==> src/rtl/rxf_pkg.sv <==
package rxf_pkg;
  typedef enum logic [2:0] {
    S_IDLE,
    S_RECV,
    S_DISC,
    S_TRL,
    S_PAD,
    S_HDR
  } rxf_state_t;

  localparam int         HDR_BYTES   = 4;
  localparam int         DEST_BYTES  = 6;
  localparam int         LEN_W       = 11;
  localparam logic [7:0] BCAST_OCTET = 8'hFF;
  localparam logic [7:0] STAT_BCAST  = 8'h40;
  localparam logic [7:0] CTL_ODD     = 8'h60;
  localparam logic [7:0] CTL_EVEN    = 8'h40;
  localparam logic [7:0] PAD_OCTET   = 8'h00;
endpackage

==> src/rtl/rxf_dest_filter.sv <==
module rxf_dest_filter #(
  parameter int ADDR_BYTES = 6,
  parameter int IDX_W      = 11
) (
  input  logic                    clk,
  input  logic                    rst,
  input  logic                    step,
  input  logic                    first,
  input  logic [IDX_W-1:0]        idx,
  input  logic [7:0]              byte_in,
  input  logic [8*ADDR_BYTES-1:0] station,
  output logic                    bc_now,
  output logic                    mt_now,
  output logic                    dest_bcast
);
  import rxf_pkg::*;

  logic [7:0] sta_b [ADDR_BYTES];
  logic [7:0] want;
  logic       bc_run, mt_run, full_seen, in_dest;

  for (genvar g = 0; g < ADDR_BYTES; g++) begin : g_sta
    assign sta_b[g] = station[8*g +: 8];
  end

  always_comb begin
    want = '0;
    for (int k = 0; k < ADDR_BYTES; k++)
      if (idx == IDX_W'(k)) want = sta_b[k];
  end

  assign in_dest = idx < IDX_W'(ADDR_BYTES);
  assign bc_now  = (first | bc_run) & (byte_in == BCAST_OCTET);
  assign mt_now  = (first | mt_run) & (byte_in == want);

  always_ff @(posedge clk) begin
    if (rst) begin
      bc_run    <= 1'b0;
      mt_run    <= 1'b0;
      full_seen <= 1'b0;
    end else if (step && in_dest) begin
      bc_run    <= bc_now;
      mt_run    <= mt_now;
      full_seen <= (idx == IDX_W'(ADDR_BYTES-1));
    end
  end

  assign dest_bcast = bc_run & full_seen;
endmodule

==> src/rtl/rxf_frame_tail.sv <==
module rxf_frame_tail #(
  parameter int OFF_W = 11
) (
  input  logic [OFF_W-1:0] n_data,
  input  logic             bcast,
  input  logic [1:0]       hsel,
  output logic             odd_run,
  output logic [OFF_W-1:0] total,
  output logic [7:0]       ctl_byte,
  output logic [7:0]       hdr_byte
);
  import rxf_pkg::*;

  localparam logic [15:0] LEN_MASK = 16'((1 << LEN_W) - 1);

  logic [15:0] len16;

  assign odd_run  = n_data[0];
  assign total    = n_data + OFF_W'(HDR_BYTES) + (odd_run ? OFF_W'(1) : OFF_W'(2));
  assign ctl_byte = odd_run ? CTL_ODD : CTL_EVEN;
  assign len16    = 16'(total) & LEN_MASK;

  always_comb begin
    unique case (hsel)
      2'd0:    hdr_byte = 8'h00;
      2'd1:    hdr_byte = bcast ? STAT_BCAST : 8'h00;
      2'd2:    hdr_byte = len16[7:0];
      default: hdr_byte = len16[15:8];
    endcase
  end
endmodule

==> src/rtl/rx_frame_filter.sv <==
module rx_frame_filter #(
  parameter int BUF_BYTES = 2048,
  parameter int PKT_NUM_W = 5
) (
  input  logic                                   clk,
  input  logic                                   rst,
  input  logic                                   in_valid,
  input  logic [7:0]                             in_byte,
  input  logic                                   in_first,
  input  logic                                   in_last,
  input  logic [47:0]                            station_addr,
  input  logic                                   ctl_promisc,
  input  logic                                   ctl_accept_all,
  input  logic                                   buf_free,
  input  logic [PKT_NUM_W-1:0]                   buf_free_num,
  output logic                                   buf_claim,
  output logic                                   buf_release,
  output logic [PKT_NUM_W-1:0]                   buf_release_num,
  output logic                                   wr_en,
  output logic [PKT_NUM_W+$clog2(BUF_BYTES)-1:0] wr_addr,
  output logic [7:0]                             wr_data,
  output logic                                   done_push,
  output logic [PKT_NUM_W-1:0]                   done_num
);
  import rxf_pkg::*;

  localparam int OFF_W    = $clog2(BUF_BYTES);
  localparam int DATA_MAX = BUF_BYTES - 7;

  rxf_state_t           st;
  logic [OFF_W-1:0]     cnt, idx;
  logic [PKT_NUM_W-1:0] pkt, cur_pkt;
  logic [1:0]           hidx;
  logic idle_start, take, any_ok, too_long, dest_ok, drop;
  logic bc_now, mt_now, dest_bcast;
  logic odd_run;
  logic [OFF_W-1:0] total;
  logic [7:0] ctl_byte, hdr_byte;

  assign idle_start = (st == S_IDLE) && in_valid && in_first && buf_free;
  assign take       = idle_start || ((st == S_RECV) && in_valid);
  assign idx        = (st == S_IDLE) ? '0 : cnt;
  assign cur_pkt    = (st == S_IDLE) ? buf_free_num : pkt;
  assign any_ok     = ctl_promisc | ctl_accept_all;
  assign too_long   = idx == OFF_W'(DATA_MAX);
  assign dest_ok    = bc_now | mt_now | any_ok;
  assign drop       = too_long
                    || ((idx == OFF_W'(DEST_BYTES-1)) && !dest_ok)
                    || (in_last && (idx < OFF_W'(DEST_BYTES-1)) && !any_ok);

  rxf_dest_filter #(.ADDR_BYTES(DEST_BYTES), .IDX_W(OFF_W)) i_filt (
    .clk(clk), .rst(rst), .step(take), .first(st == S_IDLE), .idx(idx),
    .byte_in(in_byte), .station(station_addr),
    .bc_now(bc_now), .mt_now(mt_now), .dest_bcast(dest_bcast)
  );

  rxf_frame_tail #(.OFF_W(OFF_W)) i_tail (
    .n_data(cnt), .bcast(dest_bcast), .hsel(hidx),
    .odd_run(odd_run), .total(total), .ctl_byte(ctl_byte), .hdr_byte(hdr_byte)
  );

  always_ff @(posedge clk) begin
    if (rst) begin
      st              <= S_IDLE;
      cnt             <= '0;
      pkt             <= '0;
      hidx            <= '0;
      buf_claim       <= 1'b0;
      buf_release     <= 1'b0;
      buf_release_num <= '0;
      wr_en           <= 1'b0;
      wr_addr         <= '0;
      wr_data         <= '0;
      done_push       <= 1'b0;
      done_num        <= '0;
    end else begin
      buf_claim   <= 1'b0;
      buf_release <= 1'b0;
      wr_en       <= 1'b0;
      done_push   <= 1'b0;
      unique case (st)
        S_IDLE, S_RECV: begin
          if (take) begin
            if (idle_start) begin
              buf_claim <= 1'b1;
              pkt       <= buf_free_num;
            end
            if (drop) begin
              buf_release     <= 1'b1;
              buf_release_num <= cur_pkt;
              st              <= in_last ? S_IDLE : S_DISC;
            end else begin
              wr_en   <= 1'b1;
              wr_addr <= {cur_pkt, idx + OFF_W'(HDR_BYTES)};
              wr_data <= in_byte;
              cnt     <= idx + OFF_W'(1);
              st      <= in_last ? S_TRL : S_RECV;
            end
          end
        end
        S_DISC: begin
          if (in_valid && in_last) st <= S_IDLE;
        end
        S_TRL: begin
          wr_en   <= 1'b1;
          wr_addr <= {pkt, cnt + OFF_W'(HDR_BYTES)};
          wr_data <= odd_run ? ctl_byte : PAD_OCTET;
          hidx    <= '0;
          st      <= odd_run ? S_HDR : S_PAD;
        end
        S_PAD: begin
          wr_en   <= 1'b1;
          wr_addr <= {pkt, total - OFF_W'(1)};
          wr_data <= ctl_byte;
          st      <= S_HDR;
        end
        S_HDR: begin
          wr_en   <= 1'b1;
          wr_addr <= {pkt, OFF_W'(hidx)};
          wr_data <= hdr_byte;
          hidx    <= hidx + 2'd1;
          if (hidx == 2'd3) begin
            done_push <= 1'b1;
            done_num  <= pkt;
            st        <= S_IDLE;
          end
        end
        default: st <= S_IDLE;
      endcase
    end
  end


  push_hdr_chk: assert property (@(posedge clk) disable iff (rst)
    done_push |-> (wr_en && wr_addr[OFF_W-1:0] == OFF_W'(3)));


  no_push_release_chk: assert property (@(posedge clk) disable iff (rst)
    !(done_push && buf_release));


  claim_pulse_chk: assert property (@(posedge clk) disable iff (rst)
    buf_claim |=> !buf_claim);


  claim_first_chk: assert property (@(posedge clk) disable iff (rst)
    buf_claim |-> (buf_release || (wr_en && wr_addr[OFF_W-1:0] == OFF_W'(HDR_BYTES))));


  no_overflow_chk: assert property (@(posedge clk) disable iff (rst)
    wr_en |-> (wr_addr[OFF_W-1:0] <= OFF_W'(BUF_BYTES-2)));
endmodule

==> config.mk <==
export PLATFORM = sky130hd
export DESIGN_NAME = rx_frame_filter
export DESIGN_NICKNAME = d
export VERILOG_FILES = /design/src/rtl/rxf_pkg.sv /design/src/rtl/rxf_dest_filter.sv /design/src/rtl/rxf_frame_tail.sv /design/src/rtl/rx_frame_filter.sv
export SDC_FILE = /design/constraint.sdc
export NUM_CORES = 1
export LEC_CHECK = 0
export BUFFER_PORTS_ARGS = -buffer_cell sky130_fd_sc_hd__buf_4
export CAP_MARGIN = 20
export CORE_MARGIN = 2
export CORE_UTILIZATION = 59
export DETAILED_ROUTE_END_ITERATION = 8
export GPL_ROUTABILITY_DRIVEN = 0
export PLACE_DENSITY = 0.87
export SETUP_SLACK_MARGIN = 0.3
export SYNTH_ARGS = -nofsm -noshare
export SYNTH_HDL_FRONTEND = slang
export SYNTH_HIERARCHICAL = 1
export SYNTH_SLANG_ARGS = --single-unit
==> constraint.sdc <==
create_clock -name clk -period 11.6 [get_ports clk]
set_clock_uncertainty 0.2 [all_clocks]
set_input_delay 2.32 -clock clk [delete_from_list [all_inputs] [get_ports clk]]
set_output_delay 2.32 -clock clk [all_outputs]
set_load 0.02 [all_outputs]
==> flow_summary.toml <==
[run_status]
status = "finished clean"

[synth]
synth-async-reset-ratio = 0
ys_warn_count = 6
synthTopCellsByArea = "dfxtp_1, nor2_1, nand2_1"
synth_ff_type = "dfxtp_1"
synth_top_area_frac = 0.267
syn-cell-area_um2 = 4650
yosysTopAreaCell = "dfxtp_1"
synthCells = 594
yosysSeqAreaShare = 0.267
ys_ff_latch = 62
synth-edff-count = 0
avgSynthCellArea_um2 = 7.84
yosysUniqueCellTypes = 80

[power_and_ir_drop]
switching_power_w = 0.000187
p_per_area_nw_per_um2 = 98.4
ir_drop_mv = 0.0673
intPower_w = 0.000362
p_comb_frac = 0.249
sequentialPowerShare = 0.429
clkPwrFrac = 0.322
p_leak_nw = 2.32
p_sw_frac = 0.340

[global_routing]
grt_pass1_wl_um = 21400
grt_start_max_net_pins = 64
antenna_found_initial = 0
overflow = 0
first_global_vias = 4626
track_usage = 0.309

[floorplan]
floorplan.initialDensity = 0.605
pin_count = 107
die_w_um = 92.8
coreArea_um2 = 7690
die-area_um2 = 8620
die_h_um = 92.8
row_count = 32

[timing]
fmaxAchievable_mhz = 176
slew-limit-headroom = 0.431
tns_ps = 0
period_minus_slack_ps = 5690
slew_violations = 0
finalCritPeriodShare = 0.490
hold_viol = 0
tightest_slew_ps = 854
setup_viol = 0
rsz0062_at_grt = "false"

[clocking]
cts_root_buffer = "clkbuf_8"
clock-sinks = 62
holdBufCountCts = 0
clk_latency_ps = 350
cts-htree-levels = 3
ctsResizeCount = 0
clk_pin_slew_worst_paths_ps = 80
post_cts_buffers = 0
cts_tree = "done"
clock_path_buffers = 2
numCtsBuffers = 9

[drt]
antenna_left = 0
dr.first_iter.drc_count = 512
post_drt_via_cell_ratio = 6.37
vias = 4974
wirelength_um = 13400
firstDrtPassIters = 7
drc = 0
wl_per_cell_um = 17.2

[place]
hpwl_um = 9660
port_buffers = 106
dp.cells = 765

[run]
cap_violations = 0

[hold_path]
worstHoldEndpoint = "wr_addr[15]"
worst_hold_path_type = "reg -> reg"
whs_path_depth = 2
hold_start = "wr_addr[15]"

[setup_path]
slowest_stage = "dfxtp_1"
critPathKind = "reg -> reg"
r2r_start = "st[0]"
critPathTopFamily = "simple AND/OR/NAND/NOR gates"
worstPathMaxFanout = 26
ff2ff_path_depth = 16
critPathArrivalTime_ps = 5730
crit_start = "st[0]"
cp.depth = 16
r2r_slack_ps = 5910
cp_slowest_stage_delay_ps = 830
reg2reg_to = "cnt[7]"
path_buf_inv = 2
cp.required_ps = 11640
start_kind = "flip-flop"
cp_cell_sequence = "or3_1, buf_4, and2_1, nand2b_1, o221ai_1, a2111oi_0, a31oi_1, nand2_1, nor4_1, nor2_1, nand4_1, a2111oi_4, nor2_1, buf_4, o21ai_0, a32o_1"
crit_path_end_kind = "flip-flop"

[final_layout]
fin_cells = 781
antenna_cells = 0
syn2layout_area_growth_pct = 19.7
nets = 750
drive_above_1_share = 0.230
-- Yosys cell counts (9+ instances only) --
cell / instances
a221oi_1: 15
and2_1: 18
nor2_1: 81
clkbuf_1: 23
nand2_1: 57
xor2_1: 11
a211oi_1: 15
nor3_1: 18
nand4_1: 10
buf_4: 12
a311oi_1: 9
nand2b_1: 10
nand3_1: 19
mux2i_1: 20
xnor2_1: 14
a21oi_1: 26
inv_1: 11
dfxtp_1: 62
-- placed cells by master (no fill, tap or decap), types with 8 or more instances in the layout --
master    Yosys  routed
a211oi_1     15      15
a21oi_1      26      26
a221oi_1     15      15
a311oi_1      9       9
and2_1       18      18
buf_4        12     110
clkbuf_8      0       9
conb_1        2       8
dfxtp_1      62      62
inv_1        11      11
mux2_1        8       8
mux2i_1      20      20
nand2_1      57      57
nand2b_1     10      10
nand3_1      19      19
nand4_1      10      10
nor2_1       81      81
nor3_1       18      18
nor4_1        8       8
o21ai_0       8       8
xnor2_1      14      14
xor2_1       11      11
-- state kept, by name (all words and copies together), names as in the netlist, 2 cells and up --
signal and count:
wr_addr 16, cnt 11, wr_data 8, buf_release_num 5, done_num 5, pkt 5
st 3, hidx 2
-- power by group through the flow --
stage                     Clock, W  Sequential, W  Combinational [W]
after floorplan                  0       0.000245          0.0000789
after global placement           0       0.000239           0.000131
after detailed placement         0       0.000240           0.000134
after CTS                 0.000179       0.000235           0.000135
after global routing      0.000189       0.000236           0.000148
final                     0.000177       0.000235           0.000137
-- worst register-to-register path, stage by stage, from the launching register on --
cell and delay, ps:
dfxtp_1 830, or3_1 210, buf_4 280, and2_1 760
nand2b_1 330, o221ai_1 360, a2111oi_0 160, a31oi_1 270
nand2_1 120, nor4_1 340, nor2_1 110, nand4_1 180
a2111oi_4 130, nor2_1 600, buf_4 330, o21ai_0 120
a32o_1 270
-- final cells by class --
class | count | area, um^2
inverters | 15 | 58.8
flip-flops and latches | 62 | 1240
clock inverters | 7 | 57.6
repair buffers | 110 | 826
multi-input cells | 476 | 3140
well taps | 102 | 128
clock buffers | 9 | 124
fillers | 627 | 2110
-- per-stage QoR --
stage                      util  cell area [um^2]  total power, W  setup slack, ps  hold slack [ps]
after floorplan               -              4680        0.000324             6590              247
after global placement    0.701              5390        0.000369             5930              247
after detailed placement  0.701              5390        0.000373             5790              256
after CTS                 0.725              5570        0.000548             6050              266
after global routing      0.725              5570        0.000573             5460              298
final                     0.725              5570        0.000548             5910              264
-- routing by layer --
metal,global-route usage,share of wire,vias to the layer above,wire (um)
met5,0,0,-,0
met4,0.138,0.029,0,391
met3,0.0789,0.078,50,1050
met2,0.525,0.50,262,6670
met1,0.365,0.40,2309,5300
li1,-,-,2353,-
-- cell families (layout without fill, tap and decap cells) --
| logic type | after synthesis | in the layout | share of synthesized area |
|---|---|---|---|
| fa+ha+maj | 7 | 7 | 0.0188 |
| xor+xnor | 25 | 25 | 0.0470 |
| buf+inv | 62 | 141 | 0.0640 |
| simple gates | 263 | 263 | 0.289 |
| other cells | 2 | 8 | 0.00161 |
| mux | 35 | 35 | 0.0793 |
| flops | 62 | 62 | 0.267 |
| compound gates | 138 | 138 | 0.234 |
-- worst max path at each step --
stage                  end  slack (ps)
6_report            cnt[7]        5910
4_1_cts            cnt[10]        6050
2_1_floorplan  wr_addr[11]        6590
3_5_place_dp       cnt[10]        5790
5_1_grt             cnt[9]        5460
3_3_place_gp       cnt[10]        5930
No activity file was read; power rests on OpenSTA's default activity.
